## src/rtl/dvfs_pkg.sv

```systemverilog
package dvfs_pkg;
  localparam int unsigned REG_W  = 32;
  localparam int unsigned LVL_N  = 4;
  localparam int unsigned LVL_W  = 2;
  localparam int unsigned SRC_W  = 2;
  localparam int unsigned DIV_W  = 3;
  localparam int unsigned HALF_W = 16;

  // field positions inside one 16-bit level half
  localparam int unsigned SRC_LSB  = 9;
  localparam int unsigned CSEL_LSB = 11;
  localparam int unsigned DIV_LSB  = 13;

  // static register layout
  localparam int unsigned ST_SRC_LSB  = 0;
  localparam int unsigned ST_CSEL_LSB = 2;
  localparam int unsigned ST_DIV_LSB  = 4;

  localparam int unsigned DYN_EN_BIT = 31;

  localparam logic [7:0] OFF_STAT = 8'h00;
  localparam logic [7:0] OFF_LV01 = 8'h18;
  localparam logic [7:0] OFF_LV23 = 8'h1C;
  localparam logic [7:0] OFF_DYN  = 8'h24;
  localparam logic [7:0] OFF_LOAD = 8'h30;

  localparam logic [LVL_W-1:0] LVL_TOP = 2'd0;
  localparam logic [LVL_W-1:0] LVL_MID = 2'd1;

  typedef struct packed {
    logic [DIV_W-1:0] div;
    logic             csel;
    logic [SRC_W-1:0] src;
  } lvl_cfg_t;

  function automatic logic [HALF_W-1:0] half_pack(input lvl_cfg_t c);
    logic [HALF_W-1:0] h;
    h = '0;
    h[SRC_LSB +: SRC_W] = c.src;
    h[CSEL_LSB]         = c.csel;
    h[DIV_LSB +: DIV_W] = c.div;
    return h;
  endfunction

  function automatic lvl_cfg_t half_unpack(input logic [HALF_W-1:0] h);
    lvl_cfg_t c;
    c.src  = h[SRC_LSB +: SRC_W];
    c.csel = h[CSEL_LSB];
    c.div  = h[DIV_LSB +: DIV_W];
    return c;
  endfunction

  function automatic logic [REG_W-1:0] stat_pack(input lvl_cfg_t c);
    logic [REG_W-1:0] r;
    r = '0;
    r[ST_SRC_LSB +: SRC_W] = c.src;
    r[ST_CSEL_LSB]         = c.csel;
    r[ST_DIV_LSB +: DIV_W] = c.div;
    return r;
  endfunction

  function automatic lvl_cfg_t stat_unpack(input logic [REG_W-1:0] r);
    lvl_cfg_t c;
    c.src  = r[ST_SRC_LSB +: SRC_W];
    c.csel = r[ST_CSEL_LSB];
    c.div  = r[ST_DIV_LSB +: DIV_W];
    return c;
  endfunction
endpackage

```

## src/rtl/dvfs_regs.sv

```systemverilog
module dvfs_regs
  import dvfs_pkg::*;
#(
  parameter int unsigned ADDR_W = 8
) (
  input  logic                          clk_i,
  input  logic                          rst_ni,
  input  logic                          wr_en_i,
  input  logic [ADDR_W-1:0]             addr_i,
  input  logic [REG_W-1:0]              wdata_i,
  input  logic [LVL_W-1:0]              cur_level_i,
  output logic [REG_W-1:0]              rdata_o,
  output lvl_cfg_t [LVL_N-1:0]          lvl_cfg_o,
  output lvl_cfg_t                      stat_cfg_o,
  output logic                          dyn_en_o,
  output logic                          load_wr_o,
  output logic [LVL_W-1:0]              load_val_o
);
  logic wr_stat, wr_dyn;
  lvl_cfg_t stat_q;
  logic     dyn_q;
  logic     unused_wdata;

  assign wr_stat      = wr_en_i && (addr_i == ADDR_W'(OFF_STAT));
  assign wr_dyn       = wr_en_i && (addr_i == ADDR_W'(OFF_DYN));
  assign load_wr_o    = wr_en_i && (addr_i == ADDR_W'(OFF_LOAD));
  assign load_val_o   = wdata_i[LVL_W-1:0];
  assign unused_wdata = ^wdata_i;

  // one storage slot per level; the even level of a pair sits in the upper half
  for (genvar k = 0; k < LVL_N; k++) begin : g_lvl
    localparam logic [7:0]  REG_OFF = (k < 2) ? OFF_LV01 : OFF_LV23;
    localparam int unsigned HALF_LO = (k % 2 == 0) ? HALF_W : 0;
    lvl_cfg_t cfg_q;
    logic     wr_mine;
    assign wr_mine = wr_en_i && (addr_i == ADDR_W'(REG_OFF));

    always_ff @(posedge clk_i or negedge rst_ni) begin
      if (!rst_ni) begin
        cfg_q <= '0;
      end else if (wr_mine) begin
        cfg_q <= half_unpack(wdata_i[HALF_LO +: HALF_W]);
      end else if (wr_stat && !dyn_q) begin
        cfg_q.src <= wdata_i[ST_SRC_LSB +: SRC_W];
      end
    end
    assign lvl_cfg_o[k] = cfg_q;
  end

  always_ff @(posedge clk_i or negedge rst_ni) begin
    if (!rst_ni) begin
      stat_q <= '0;
      dyn_q  <= 1'b0;
    end else begin
      if (wr_stat) stat_q <= stat_unpack(wdata_i);
      if (wr_dyn)  dyn_q  <= wdata_i[DYN_EN_BIT];
    end
  end

  assign stat_cfg_o = stat_q;
  assign dyn_en_o   = dyn_q;

  always_comb begin
    rdata_o = '0;
    if (addr_i == ADDR_W'(OFF_STAT)) begin
      rdata_o = stat_pack(stat_q);
    end else if (addr_i == ADDR_W'(OFF_LV01)) begin
      rdata_o = {half_pack(lvl_cfg_o[0]), half_pack(lvl_cfg_o[1])};
    end else if (addr_i == ADDR_W'(OFF_LV23)) begin
      rdata_o = {half_pack(lvl_cfg_o[2]), half_pack(lvl_cfg_o[3])};
    end else if (addr_i == ADDR_W'(OFF_DYN)) begin
      rdata_o[DYN_EN_BIT] = dyn_q;
    end else if (addr_i == ADDR_W'(OFF_LOAD)) begin
      rdata_o[LVL_W-1:0] = cur_level_i;
    end
  end
endmodule

```

## src/rtl/dvfs_seq.sv

```systemverilog
module dvfs_seq
  import dvfs_pkg::*;
#(
  parameter int unsigned SETTLE_CYC = 2_000_000
) (
  input  logic             clk_i,
  input  logic             rst_ni,
  input  logic             req_vld_i,
  input  logic [LVL_W-1:0] req_lvl_i,
  output logic [LVL_W-1:0] cur_level_o,
  output logic             busy_o
);
  localparam int unsigned CNT_W = $clog2(SETTLE_CYC + 1);

  typedef enum logic {SQ_IDLE, SQ_SETTLE} seq_st_e;

  seq_st_e          st_q;
  logic [CNT_W-1:0] cnt_q;
  logic [LVL_W-1:0] cur_q, pend_lvl_q, go_lvl;
  logic             pend_vld_q, go;

  // a fresh write overrides a held request
  assign go     = (st_q == SQ_IDLE) && (req_vld_i || pend_vld_q);
  assign go_lvl = req_vld_i ? req_lvl_i : pend_lvl_q;

  always_ff @(posedge clk_i or negedge rst_ni) begin
    if (!rst_ni) begin
      st_q       <= SQ_IDLE;
      cnt_q      <= '0;
      cur_q      <= LVL_TOP;
      pend_vld_q <= 1'b0;
      pend_lvl_q <= '0;
    end else begin
      unique case (st_q)
        SQ_IDLE: begin
          if (go) begin
            pend_vld_q <= 1'b0;
            if (go_lvl == LVL_TOP && cur_q > LVL_MID) begin
              cur_q <= LVL_MID;
              cnt_q <= CNT_W'(SETTLE_CYC - 1);
              st_q  <= SQ_SETTLE;
            end else begin
              cur_q <= go_lvl;
            end
          end
        end
        SQ_SETTLE: begin
          if (req_vld_i) begin
            pend_vld_q <= 1'b1;
            pend_lvl_q <= req_lvl_i;
          end
          if (cnt_q == '0) begin
            cur_q <= LVL_TOP;
            st_q  <= SQ_IDLE;
          end else begin
            cnt_q <= cnt_q - 1'b1;
          end
        end
        default: st_q <= SQ_IDLE;
      endcase
    end
  end

  assign cur_level_o = cur_q;
  assign busy_o      = (st_q == SQ_SETTLE);
endmodule

```

## src/rtl/dvfs_field_sel.sv

```systemverilog
module dvfs_field_sel
  import dvfs_pkg::*;
(
  input  lvl_cfg_t [LVL_N-1:0] lvl_cfg_i,
  input  lvl_cfg_t             stat_cfg_i,
  input  logic                 dyn_en_i,
  input  logic [LVL_W-1:0]     cur_level_i,
  output lvl_cfg_t             act_cfg_o
);
  always_comb begin
    act_cfg_o = stat_cfg_i;
    if (dyn_en_i) act_cfg_o = lvl_cfg_i[cur_level_i];
  end
endmodule

```

## src/rtl/dvfs_level_ctrl.sv

```systemverilog
module dvfs_level_ctrl
  import dvfs_pkg::*;
#(
  parameter int unsigned ADDR_W     = 8,
  parameter int unsigned SETTLE_CYC = 2_000_000
) (
  input  logic              clk_i,
  input  logic              rst_ni,
  input  logic              wr_en_i,
  input  logic [ADDR_W-1:0] addr_i,
  input  logic [31:0]       wdata_i,
  output logic [31:0]       rdata_o,
  output logic [1:0]        src_sel_o,
  output logic              clk_sel_o,
  output logic [2:0]        div_o,
  output logic [1:0]        cur_level_o,
  output logic              busy_o
);
  lvl_cfg_t [LVL_N-1:0] lvl_cfg;
  lvl_cfg_t             stat_cfg, act_cfg;
  logic                 dyn_en, load_wr;
  logic [LVL_W-1:0]     load_val, cur_level;

  dvfs_regs #(.ADDR_W(ADDR_W)) u_regs (
    .clk_i       (clk_i),
    .rst_ni      (rst_ni),
    .wr_en_i     (wr_en_i),
    .addr_i      (addr_i),
    .wdata_i     (wdata_i),
    .cur_level_i (cur_level),
    .rdata_o     (rdata_o),
    .lvl_cfg_o   (lvl_cfg),
    .stat_cfg_o  (stat_cfg),
    .dyn_en_o    (dyn_en),
    .load_wr_o   (load_wr),
    .load_val_o  (load_val)
  );

  dvfs_seq #(.SETTLE_CYC(SETTLE_CYC)) u_seq (
    .clk_i       (clk_i),
    .rst_ni      (rst_ni),
    .req_vld_i   (load_wr),
    .req_lvl_i   (load_val),
    .cur_level_o (cur_level),
    .busy_o      (busy_o)
  );

  dvfs_field_sel u_sel (
    .lvl_cfg_i   (lvl_cfg),
    .stat_cfg_i  (stat_cfg),
    .dyn_en_i    (dyn_en),
    .cur_level_i (cur_level),
    .act_cfg_o   (act_cfg)
  );

  assign src_sel_o   = act_cfg.src;
  assign clk_sel_o   = act_cfg.csel;
  assign div_o       = act_cfg.div;
  assign cur_level_o = cur_level;
endmodule

```

## config.mk

```make
export PLATFORM = sky130hd
export DESIGN_NAME = dvfs_level_ctrl
export DESIGN_NICKNAME = d
export VERILOG_FILES = /design/src/rtl/dvfs_pkg.sv /design/src/rtl/dvfs_regs.sv /design/src/rtl/dvfs_seq.sv /design/src/rtl/dvfs_field_sel.sv /design/src/rtl/dvfs_level_ctrl.sv
export SDC_FILE = /design/constraint.sdc
export NUM_CORES = 1
export LEC_CHECK = 0
export ABC_AREA = 1
export BUFFER_PORTS_ARGS = -buffer_cell sky130_fd_sc_hd__buf_2
export CAP_MARGIN = 20
export CORE_UTILIZATION = 45
export CTS_CLUSTER_SIZE = 12
export DETAILED_ROUTE_END_ITERATION = 6
export PLACE_DENSITY = 0.69
export SYNTH_ARGS = -nofsm -noshare
export SYNTH_HDL_FRONTEND = slang
export SYNTH_SLANG_ARGS = --single-unit
```

## constraint.sdc

```tcl
create_clock -name clk_i -period 3.33 [get_ports clk_i]
set_input_delay 0.4995 -clock clk_i [delete_from_list [all_inputs] [get_ports clk_i]]
set_output_delay 0.4995 -clock clk_i [all_outputs]
set_load 0.05 [all_outputs]
```

==> flow_summary.rst, run 1 <==
.. list-table::
   :header-rows: 1

   * - Metric
     - Value
   * - Outcome
     - finished clean
   * - Number of inserted filler cells in the final layout
     - 752
   * - Number of max-cap violations
     - 0
   * - Area enclosed by the die boundary
     - 0.00822 mm^2
   * - Maximum number of pins on one net before global-route repair
     - 26
   * - Startpoint class of the critical path
     - register
   * - Antenna diode instance count
     - 0
   * - Root cell of the clock tree
     - clkbuf_8
   * - Total negative slack
     - 0 ps
   * - Final critical-path required period
     - 2660 ps
   * - Global router's overall resource usage
     - 22.6%
   * - Slew headroom
     - 55.5%
   * - Sequential Area
     - 0.00145 mm^2
   * - EDFF count, synth
     - 0
   * - Leakage power of the design
     - 2.11 nW
   * - Multi-input gate area in the final layout
     - 0.00172 mm^2
   * - Part of the Yosys area used for sequential elements
     - 41.0%
   * - Via/cell ratio
     - 5.11
   * - Crit Path Max Fanout
     - 19
   * - Vias in the first global route
     - between 3000 and 4000
   * - Starting density of the core
     - 47.8%
   * - I/O pins
     - 84
   * - Number of placed cells counting well taps
     - 653
   * - Top library cells by usage in the layout, fill and taps aside
     - nand2_1 (147), dfrtp_1 (58), inv_1 (57), buf_2 (55), nor2_1 (53)
   * - Worst Clk Skew
     - between 10 and 15 ps
   * - Warnings, synthesis
     - 0
   * - Finished Layout Cells
     - 668
   * - Highest clock rate
     - between 0.3 and 0.4 GHz
   * - Fraction of final layout cells sized beyond drive strength 1
     - 16.9%
   * - #FFs+latches synth
     - a little under 60
   * - Max-slew violation count
     - 0
   * - Total power per unit cell area
     - 386 mW/mm^2
   * - Main area contributors after synthesis
     - dfrtp_1 (41%), nand2_1 (16%), nand3_1 (6.5%), o21ai_0 (6.1%), inv_1 (6.0%)
   * - Nature of the critical path endpoint
     - output port
   * - Detailed-route wire length per cell
     - between 10 and 15 um
   * - Number of post-CTS setup repair buffers
     - 0
   * - CP arrival
     - 2160 ps
   * - Most common cell after layout, fill and taps aside
     - nand2_1
   * - Die height
     - a little over 90 um
   * - Number of distinct library cell variants in the gate-level netlist after synthesis
     - 32
   * - Largest vdd supply drop
     - 0.235 mV
   * - Worst hold slack after final layout
     - 81.0 ps
   * - Initial DRC Count
     - 194
   * - Number of setup violations in the final report
     - 0
   * - Portion of synthesized cell area occupied by the leading cell type
     - between 40% and 50%
   * - Setup CP Type
     - reg2out
   * - Detail Placement HPWL
     - 6380 um
   * - Most frequently used flop master after synthesis
     - dfrtp_1
   * - Gate Count Post-Synth
     - 510
   * - Gp weighted congestion
     - 0.845
   * - DRC violations left
     - 0
   * - Area leader, netlist
     - dfrtp_1
   * - Setup repair after global routing missed its margin
     - no
   * - Number of buffers inserted by hold repair at cts
     - 0
   * - Clock buffer count from CTS
     - 9
   * - Worst path required time
     - 2830 ps
   * - Area of the core region
     - 0.00741 mm^2
   * - Average instance area after synthesis
     - 6.94 um^2
   * - Post-DRT Antenna Nets
     - 0
   * - Hold Violations, Final
     - 0
   * - Worst-margin pin slew
     - 666 ps
   * - Gr ovfl total
     - 0
   * - Number of rows in the core area
     - 31
   * - Number of buffers inserted by port buffering
     - 55
   * - Post-Layout Inst Area
     - 0.00403 mm^2
   * - Clock tree from TritonCTS
     - built
   * - Post-DP Area
     - roughly 0.0038 mm^2
   * - Share of the cycle needed by the critical path after routing
     - approximately four fifths
   * - Netlist area before placement
     - between 0.003 and 0.004 mm^2
   * - Routed via count
     - about 3400
   * - Skew-Pair Late Insertion Delay
     - 340 ps
   * - H-tree levels
     - 3
   * - Bufs on Longest Clock Path
     - 2
   * - First-pass GRT wire length
     - 14700 um
   * - Wire length after detailed routing
     - ~8800 um
   * - Clock transition at the registers of the reported paths
     - 70 ps
   * - # resized after CTS
     - 0
   * - Area growth from synthesis to final layout
     - 13.8%
   * - Net count, final
     - 610
   * - Worst hold path type
     - in2async
   * - Antenna violations before repair
     - 0
   * - Clk sink count
     - 58
   * - Die outline width
     - 90.7 um
   * - Iteration count of the initial detailed-routing pass
     - 5
   * - FFs w/ async S/R, synth
     - between 90% and 100%
==> state kept, by name, summed over array words and instances (netlist names) <==
| name | count |
|---|---|
| u_seq.pend_lvl_q | 2 |
| u_seq.busy_o | 1 |
| u_seq.cur_level_o | 2 |
| u_seq.cnt_q | 21 |
| u_regs.lvl_cfg_o | 24 |
| u_regs.dyn_en_o | 1 |
| u_seq.pend_vld_q | 1 |
| u_regs.stat_cfg_o | 6 |
==> stage by stage <==
step	setup WS, ps	util, %	power, mW
floorplan	637	-	0.892
global placement	875	51.8	0.938
detailed placement	826	51.8	0.944
CTS	699	54.3	1.56
global route	512	54.3	1.62
finish	674	54.3	1.55
==> final cells by class <==
type	count	area share, %
Inverter	63	5.87
Clock buffer	13	4.44
Clock inverter	2	0.249
Tap cell	99	3.08
Sequential cell	58	36.0
Multi-Input combinational cell	374	42.7
Timing Repair Buffer	59	7.58
==> critical path, stage by stage, from the launching register on <==
cell	delay, ps
dfrtp_1	750
inv_1	320
a21oi_1	190
o21ai_0	110
a31oi_1	170
buf_2	290
==> where the power goes <==
part           switching (mW)  leakage (nW)  total (mW)  internal (mW)
Combinational           0.133          1.35       0.174         0.0419
Sequential             0.0193         0.663       0.756          0.736
Clock                   0.280         0.101       0.625          0.345
==> routing by layer <==
metal,track usage (%),up-vias,share of wire [%]
met3,4.04,8,6.2
met4,8.60,0,1.5
li1,-,1709,-
met1,31.4,1583,47
met2,35.0,112,45
met5,0,-,0
==> cell families after synthesis <==
group                    count (synthesis)  share of synthesized area [%]
XOR/XNOR                                 6                           1.49
buffers and inverters                   91                           11.7
AND/OR/NAND/NOR                        268                           32.5
adder cells (fa/ha/maj)                  2                          0.707
flip-flops                              58                           41.0
AO/OA/AOI/OAI                           84                           12.5
other                                    1                          0.106
==> path summary, 6_finish.rpt <==
check / from / end / slack [ps] / depth (start not counted)
worst max-delay path: u_seq.cur_level_o[0]$_DFFE_PN0P_ / src_sel_o[1] / 670 / 5
worst min-delay path: rst_ni / u_regs.lvl_cfg_o[9]$_DFFE_PN0P_ / 80 / 1
worst max register to register: u_seq.cnt_q[13]$_DFFE_PN0P_ / u_seq.cnt_q[7]$_DFFE_PN0P_ / 1310 / 8
worst min register to register: u_regs.lvl_cfg_o[22]$_DFFE_PN0P_ / u_regs.lvl_cfg_o[22]$_DFFE_PN0P_ / 490 / 2
max in group asynchronous: rst_ni / u_seq.cnt_q[6]$_DFFE_PN0P_ / 2560 / 2
min in group clk_i: wdata_i[5] / u_regs.stat_cfg_o[4]$_DFFE_PN0N_ / 370 / 3
==> cell usage after synthesis, drive strengths merged, types with 4 or more instances <==
master / instances
nor2: 59
nand4: 4
a21oi: 22
buf: 21
nand2: 150
o21ai: 48
or2: 5
clkbuf: 7
dfrtp: 58
a31oi: 8
nand3: 46
inv: 62
(Power assumes the default switching activity.)
==> run 2: changes to the inputs <==
Settings changed: ABC_AREA 1 to 0, PLACE_DENSITY 0.69 to 0.7.
Clock period 3.33 ns to 2.7 ns, I/O delays scaled along.
==> run 2 against run 1 <==
  * Hold slack got worse by 29 ps
  * Sequential power rose by 43%
  * Critical path depth grew 3
  * Sequential share of layout area increased by 0.71 points
  * Register-to-register slack worse by 1200 ps
  * Clock skew down 3.7 ps
  * Global-route usage down 0.98 points
  * Sequential cell count unchanged
  * Clock-buffer cell count is 1 lower
  * First-iteration DRC count down 10%
==> flow_summary.rst, run 2 <==
.. list-table::
   :header-rows: 1

   * - Metric
     - Value
   * - Vias in the first global route
     - 2583 (-18%)
   * - Fraction of final layout cells sized beyond drive strength 1
     - 37.0% (+20 points)
   * - I/O pins
     - 84 (unchanged)
   * - Number of setup violations in the final report
     - 0 (unchanged)
   * - Die height
     - 87.1 um (-4.0%)
   * - Gate Count Post-Synth
     - 296 (-42%)
   * - Worst Clk Skew
     - 7.53 ps (-3.68 ps)
   * - Startpoint class of the critical path
     - register
   * - Number of buffers inserted by port buffering
     - 55 (unchanged)
   * - Clock tree from TritonCTS
     - built
   * - Netlist area before placement
     - 0.00326 mm^2 (-8.0%)
   * - Highest clock rate
     - 0.379 GHz
   * - Initial DRC Count
     - 174 (-10%)
   * - Global router's overall resource usage
     - 21.6% (-0.98 points)
   * - Synthesized-area fraction occupied by xor and xnor cells
     - 1.08% (-0.41 points)
   * - Skew-Pair Late Insertion Delay
     - 340 ps (about the same)
   * - Area growth from synthesis to final layout
     - 21.3%
   * - Top library cells by usage in the layout, fill and taps aside
     - dfrtp_1 (58), buf_2 (55), mux2_2 (30), buf_4 (23), conb_1 (14)
   * - Bufs on Longest Clock Path
     - 2 (unchanged)
   * - Antenna violations before repair
     - 0 (unchanged)
   * - Library cell with the highest instance count after synthesis
     - dfrtp_1
   * - Leakage power of the design
     - 1.93 nW (-8.8%)
   * - Buffering stage count on the worst path with inverters included
     - 2 (unchanged)
   * - Routed via count
     - 2653 (-22%)
   * - Number of cells on the worst reg-to-reg path
     - 8 (unchanged)
   * - H-tree levels
     - 3 (unchanged)
   * - Multiplexer share of the synthesized area
     - 15.1% (+15 points)
   * - Worst-margin pin slew
     - 569 ps (-96.6 ps)
   * - Wire length after detailed routing
     - 7410 um (-16%)
   * - Area enclosed by the die boundary
     - 0.00758 mm^2 (-7.8%)
   * - Gp weighted congestion
     - 0.820 (-2.9%)
   * - FFs w/ async S/R, synth
     - 100% (unchanged)
   * - First-pass GRT wire length
     - 12300 um (-17%)
   * - Largest vdd supply drop
     - 0.254 mV (+8.0%)
   * - Hold Violations, Final
     - 0 (unchanged)
   * - Clock transition at the registers of the reported paths
     - 70 ps (about the same)
   * - Worst path required time
     - 2930 ps (+100 ps)
   * - Portion of synthesized cell area occupied by the leading cell type
     - 44.6% (+3.6 points)
   * - List of most frequent post-synthesis cells
     - dfrtp_1 (58), mux2_2 (30), buf_4 (14)
   * - #FFs+latches synth
     - 58 (unchanged)
   * - Largest register FFs
     - 24 (unchanged)
   * - Cells traversed along the worst timing path
     - inv_1 -> ha_1 -> or4b_2 -> or4_4 -> o31a_4 -> nor2_4 -> inv_2 -> o211a_1
   * - Max-slew violation count
     - 0 (unchanged)
   * - Number of max-cap violations
     - 0 (unchanged)
   * - Starting density of the core
     - 47.1% (-0.62 points)
   * - Post-synthesis simple-gate area fraction
     - 16.5% (-16 points)
   * - Outcome
     - finished clean
   * - Die outline width
     - 87.1 um (-4.0%)
   * - Total negative slack
     - 0 ps (unchanged)
   * - Clock buffer count from CTS
     - 9 (unchanged)
   * - Maximum number of pins on one net before global-route repair
     - 27 (+3.8%)
   * - Setup CP Type
     - reg2reg
   * - Area of the core region
     - 0.00691 mm^2 (-6.8%)
   * - Reg-to-Reg Start
     - u_seq.cnt_q[0]$_DFFE_PN0P_
   * - Share of the cycle needed by the critical path after routing
     - between 90% and 100%
   * - Crit Path Max Fanout
     - 12 (-7)
   * - Slew headroom
     - 62.1% (+6.5 points)
   * - Main area contributors after synthesis
     - dfrtp_1 (45%), mux2_2 (10%), mux4_2 (4.2%), buf_4 (3.2%), a22o_1 (3.0%)
   * - Detailed-route wire length per cell
     - 15.7 um (+19%)
   * - Gr ovfl total
     - 0 (unchanged)
   * - Synthesized-area fraction occupied by ao, oa, aoi and oai cells
     - 15.9% (+3.5 points)
   * - Antenna diode instance count
     - 0 (unchanged)
   * - Largest stage delay, worst path
     - 590 ps (-160 ps)
   * - Average instance area after synthesis
     - 11.0 um^2 (+59%)
   * - Net count, final
     - 416 (-32%)
   * - Warnings, synthesis
     - 0 (unchanged)
   * - Final critical-path required period
     - 2640 ps
   * - Setup repair after global routing missed its margin
     - no
   * - Dominant combinational cell family by area after synthesis
     - simple AND/OR/NAND/NOR gates
   * - Endpoint of the worst register-to-register path
     - u_seq.cnt_q[20]$_DFFE_PN0P_
   * - Part of the Yosys area used for sequential elements
     - 44.6% (+3.6 points)
   * - Worst hold path type
     - in2async
   * - Area leader, netlist
     - dfrtp_1
   * - CP arrival
     - 2870 ps (+710 ps)
   * - Worst reg-to-reg setup slack
     - 60 ps (-1250 ps)
   * - Largest delay contributor family on the critical path
     - simple AND/OR/NAND/NOR gates
   * - Detail Placement HPWL
     - 5360 um (-16%)
   * - Arithmetic-cell share of the synthesized area counting full adders, half adders and majority gates
     - 0.769% (+0.061 points)
   * - EDFF count, synth
     - 0 (unchanged)
   * - Worst-path cell with the longest stage delay
     - or4b_2
   * - Clk sink count
     - 58 (unchanged)
   * - Number of distinct library cell variants in the gate-level netlist after synthesis
     - 53 (+66%)
   * - Number of rows in the core area
     - 30 (-3.2%)
   * - Total power per unit cell area
     - 624 mW/mm^2 (+62%)
   * - Post-DRT Antenna Nets
     - 0 (unchanged)
   * - Most common cell after layout, fill and taps aside
     - dfrtp_1
   * - Iteration count of the initial detailed-routing pass
     - 4 (-1)
   * - Most frequently used flop master after synthesis
     - dfrtp_1
   * - Root cell of the clock tree
     - clkbuf_8
   * - DRC violations left
     - 0 (unchanged)
   * - Worst hold slack after final layout
     - 51.8 ps (-29.3 ps)
   * - Number of inserted filler cells in the final layout
     - 628 (-16%)
   * - Via/cell ratio
     - 5.62 (+10%)
   * - Nature of the critical path endpoint
     - register
run 2: cell types whose count changed after synthesis, moves of 6 or more:
cell and delta:
nor3_1 +12, inv_1 -50, or3_1 +10, a21oi_1 -11, a221o_1 +8, o21ai_0 -35, mux2_2 +30, a22o_1 +11
mux4_2 +6, nand3_1 -40, nand2_1 -136, nor2_1 -42
run 2: through the flow:
| step | total power, mW | area [um^2] | util (%) | cells | worst slack [ps] |
|---|---|---|---|---|---|
| floorplan | 1.41 | 3300 | - | 309 | 102 |
| global placement | 1.53 | 3700 | 53.6 | 455 | 123 |
| detailed placement | 1.54 | 3700 | 53.6 | 455 | 82.6 |
| CTS | 2.48 | 3940 | 57.1 | 471 | 70.0 |
| global route | 2.60 | 3950 | 57.2 | 472 | 0.260 |
| finish | 2.46 | 3950 | 57.2 | 472 | 63.2 |
run 2: worst max-delay path by stage:
stage | startpoint | slack [ps] | end | depth (start not counted)
2_1_floorplan | u_seq.cnt_q[0]$_DFFE_PN0P_ | 100 | u_seq.cnt_q[4]$_DFFE_PN0P_ | 9
3_3_place_gp | u_seq.cnt_q[0]$_DFFE_PN0P_ | 120 | u_seq.cnt_q[4]$_DFFE_PN0P_ | 8
3_5_place_dp | u_seq.cnt_q[0]$_DFFE_PN0P_ | 80 | u_seq.cnt_q[15]$_DFFE_PN0P_ | 8
4_1_cts | u_seq.cnt_q[0]$_DFFE_PN0P_ | 70 | u_seq.cnt_q[20]$_DFFE_PN0P_ | 8
5_1_grt | u_seq.cnt_q[0]$_DFFE_PN0P_ | 0.3 | u_seq.cnt_q[20]$_DFFE_PN0P_ | 8
6_report | u_seq.cnt_q[0]$_DFFE_PN0P_ | 60 | u_seq.cnt_q[20]$_DFFE_PN0P_ | 8
run 2: worst reg2reg max path: stages (launching register included):
cell,delay [ps]
dfrtp_1,420
inv_1,100
ha_1,140
or4b_2,590
or4_4,470
o31a_4,350
nor2_4,130
inv_2,110
o211a_1,230
run 2: area by class of cell:
cell class / count / area (um^2) / area share, %
clock buffer: 12 / 165 / 4.18
clock inverter: 4 / 72.6 / 1.84
inverter: 8 / 30.0 / 0.760
multi-input combinational: 216 / 1660 / 42.1
sequential: 58 / 1450 / 36.8
tap: 96 / 120 / 3.04
timing repair buffer: 78 / 448 / 11.3
run 2: layer usage:
metal  share of wire [%]  up-vias  global-route usage (%)
li1                    -     1260                       -
met1                  46     1286                    29.9
met2                  46       93                    32.2
met3                 5.8       14                    4.45
met4                 2.2        0                    10.8
met5                   0        -                       0
run 2: where the power goes:
group / leakage [nW] / switching [mW] / internal (mW)
clock: 0.119 / 0.343 / 0.593
combinational: 1.08 / 0.230 / 0.215
sequential: 0.733 / 0.116 / 0.967
run 2: cells by family (layout without fill, tap and decap cells):
family,Yosys count,after routing
flops,58,58
simple gates,91,91
compound gates,67,67
buf+inv,35,102
xor+xnor,4,4
mux,38,38
other cells,1,14
fa+ha+maj,2,2
run 2: repair_timing:
item                                    in CTS  in global routing
endpoints found under the setup margin       0                  4
hold buffers                                 0                  0
setup buffers                                0                  1
resized for setup                            0                  1
==> run 3: changes to the inputs <==
Settings changed: SETUP_SLACK_MARGIN set to 0.1.
==> run 3 against run 2 <==
  * First-iteration DRC count up 16%
  * Highest routed layer unchanged
  * Maximum frequency up 2.8%
  * Wire length up 3.6%
  * Critical path type unchanged
  * Critical endpoint is now u_seq.cnt_q[9]$_DFFE_PN0P_
  * Power up 2.0%
==> flow_summary.rst, run 3 (synthesis gave the netlist of run 2 again) <==
.. list-table::
   :header-rows: 1

   * - Metric
     - Value
   * - Startpoint class of the critical path
     - register
   * - Share of the cycle needed by the critical path after routing
     - 95.0% (-2.7 points)
   * - Via/cell ratio
     - 5.68 (+1.0%)
   * - Clock transition at the registers of the reported paths
     - 70 ps (about the same)
   * - Setup repair after global routing missed its margin
     - no
   * - Most common cell after layout, fill and taps aside
     - dfrtp_1
   * - Bufs on Longest Clock Path
     - 2 (unchanged)
   * - Internal Power
     - 1.80 mW (+1.5%)
   * - Total negative slack
     - 0 ps (unchanged)
   * - Post-DRT Antenna Nets
     - 0 (unchanged)
   * - Worst hold path type
     - in2async
   * - Number of buffers inserted by hold repair at cts
     - 0 (unchanged)
   * - Sequential group share of total power
     - 43.3% (-0.7 points)
   * - DRC violations left
     - 0 (unchanged)
   * - Number of setup violations in the final report
     - 0 (unchanged)
   * - Number of rows in the core area
     - 30 (unchanged)
   * - Met3 Usage GRT
     - 4.45% (unchanged)
   * - Starting density of the core
     - 47.1% (unchanged)
   * - Maximum number of pins on one net before global-route repair
     - 27 (unchanged)
   * - Vias in the first global route
     - 2594 (+0.43%)
   * - Detailed-route wire length per cell
     - 16.0 um (+2.3%)
   * - Switching pwr
     - 0.711 mW (+3.3%)
   * - Wire length after detailed routing
     - 7670 um (+3.6%)
   * - Net count, final
     - 422 (+1.4%)
   * - Area of the core region
     - 0.00691 mm^2 (unchanged)
   * - Worst-margin pin slew
     - 583 ps (+13.9 ps)
   * - Number of buffers inserted by port buffering
     - 55 (unchanged)
   * - Global router's overall resource usage
     - 21.7% (+0.10 points)
   * - Area growth from synthesis to final layout
     - 23.6%
   * - Finished Layout Cells
     - 478 (+1.3%)
   * - Final critical-path required period
     - 2560 ps (-72.7 ps)
   * - Fraction of final layout cells sized beyond drive strength 1
     - 38.7% (+1.8 points)
   * - First-pass GRT wire length
     - 12300 um (+0.51%)
   * - Detail Placement HPWL
     - 5360 um (unchanged)
   * - Total power per unit cell area
     - 625 mW/mm^2 (+0.11%)
   * - Worst path required time
     - 2930 ps (about the same)
   * - CP arrival
     - 2800 ps (-70 ps)
   * - Routed via count
     - 2714 (+2.3%)
   * - H-tree levels
     - 3 (unchanged)
   * - Initial DRC Count
     - 202 (+16%)
   * - Largest vdd supply drop
     - 0.256 mV (+0.53%)
   * - Iteration count of the initial detailed-routing pass
     - 4 (unchanged)
   * - Die outline width
     - 87.1 um (unchanged)
   * - Top library cells by usage in the layout, fill and taps aside
     - dfrtp_1 (58), buf_2 (55), mux2_2 (30), buf_4 (28), conb_1 (14)
   * - Outcome
     - finished clean
   * - Largest register FFs
     - 24 (unchanged)
   * - Post-DP Area
     - 0.00370 mm^2 (unchanged)
   * - Number of inserted filler cells in the final layout
     - 620 (-1.3%)
   * - Setup CP Type
     - reg2reg
   * - Nature of the critical path endpoint
     - register
   * - Met1 Usage GRT
     - 29.9% (unchanged)
   * - Clk sink count
     - 58 (unchanged)
   * - Met2 Usage GRT
     - 32.6% (+0.43 points)
   * - Hold Violations, Final
     - 0 (unchanged)
   * - Root cell of the clock tree
     - clkbuf_8
   * - Proportion of total power due to net switching
     - 28.3% (+0.35 points)
   * - Clock Power Share
     - 37.5% (-0.5 points)
   * - Max-slew violation count
     - 0 (unchanged)
   * - Area enclosed by the die boundary
     - 0.00758 mm^2 (unchanged)
   * - Clock tree from TritonCTS
     - built
   * - Skew-Pair Late Insertion Delay
     - 340 ps (about the same)
   * - Crit Path Max Fanout
     - 6 (-6)
   * - Clock buffer count from CTS
     - 9 (unchanged)
   * - Gp weighted congestion
     - 0.820 (unchanged)
   * - Leakage power of the design
     - 1.96 nW (+1.9%)
   * - Antenna violations before repair
     - 0 (unchanged)
   * - Power Total
     - 2.51 mW (+2.0%)
   * - Antenna diode instance count
     - 0 (unchanged)
   * - Highest clock rate
     - 0.390 GHz (+2.8%)
   * - Combinational power share
     - 19.2% (+1.1 points)
   * - Slew headroom
     - 61.2% (-0.92 points)
   * - Die height
     - 87.1 um (unchanged)
   * - Worst setup slack before clock tree synthesis
     - 82.6 ps (unchanged)
   * - Number of max-cap violations
     - 0 (unchanged)
   * - Gr ovfl total
     - 0 (unchanged)
   * - Setup slack of the critical path after layout
     - 136 ps (+72.7 ps)
   * - I/O pins
     - 84 (unchanged)
   * - Post-Layout Inst Area
     - 0.00402 mm^2 (+1.9%)
   * - Number of placed cells counting well taps
     - 455 (unchanged)
   * - Worst hold slack after final layout
     - 57.1 ps (+5.35 ps)
   * - Worst Clk Skew
     - 8.98 ps (+1.45 ps)
   * - Layer carrying the most global-route usage
     - met2
   * - Share of the core filled with cells in the final layout
     - 58.2% (+1.1 points)
## run 3: changes by cell type in the layout (fill, tap and decap cells not counted), sizes merged
cell and change:
buf +6
## run 3: area by class of cell
cell class	instances	area, um^2	area share, %
Multi-Input combinational cell	216	1680	41.9
Sequential cell	58	1450	36.1
Timing Repair Buffer	84	497	12.3
Clock buffer	12	165	4.11
Tap cell	96	120	2.99
Clock inverter	4	72.6	1.80
Inverter	8	32.5	0.809
## run 3: power by group through the flow
stage	Sequential [mW]	Combinational (mW)	Clock [mW]
finish	1.09	0.483	0.942
global route	1.11	0.535	1.00
CTS	1.08	0.451	0.956
detailed placement	1.09	0.450	0
global placement	1.09	0.436	0
floorplan	1.08	0.328	0
## run 3: routing by layer
metal  part of all wire (%)  vias to the layer above
met5                      0                        -
li1                       -                     1272
met2                     47                       95
met4                    2.2                        0
met3                    5.3                       14
met1                     46                     1333
## run 3: final timing paths
check	from	to	slack, ps	cells past startpoint
setup / recovery	u_seq.cnt_q[0]$_DFFE_PN0P_	u_seq.cnt_q[9]$_DFFE_PN0P_	140	7
hold / removal	rst_ni	u_regs.lvl_cfg_o[15]$_DFFE_PN0P_	60	1
setup reg to reg	u_seq.cnt_q[0]$_DFFE_PN0P_	u_seq.cnt_q[9]$_DFFE_PN0P_	140	7
hold reg to reg	u_seq.cnt_q[19]$_DFFE_PN0P_	u_seq.cnt_q[19]$_DFFE_PN0P_	490	1
max in group asynchronous	rst_ni	u_regs.stat_cfg_o[0]$_DFFE_PN0N_	1930	2
min in group clk_i	wdata_i[5]	u_regs.stat_cfg_o[4]$_DFFE_PN0N_	290	2
## run 3: worst max-delay path, cell delays in order, from the launching register on
cell and delay [ps]:
dfrtp_1 400, inv_2 70, ha_1 140, or4b_4 450, or4_4 560, o31a_4 400, and3_4 180, a211o_1 260
## run 3: timing repair
action / in CTS / in global routing
cloned: 0 / 0
gates resized for setup: 1 / 7
buffers inserted: 1 / 6
pin swaps: 0 / 3
setup endpoints to repair: 4 / 22
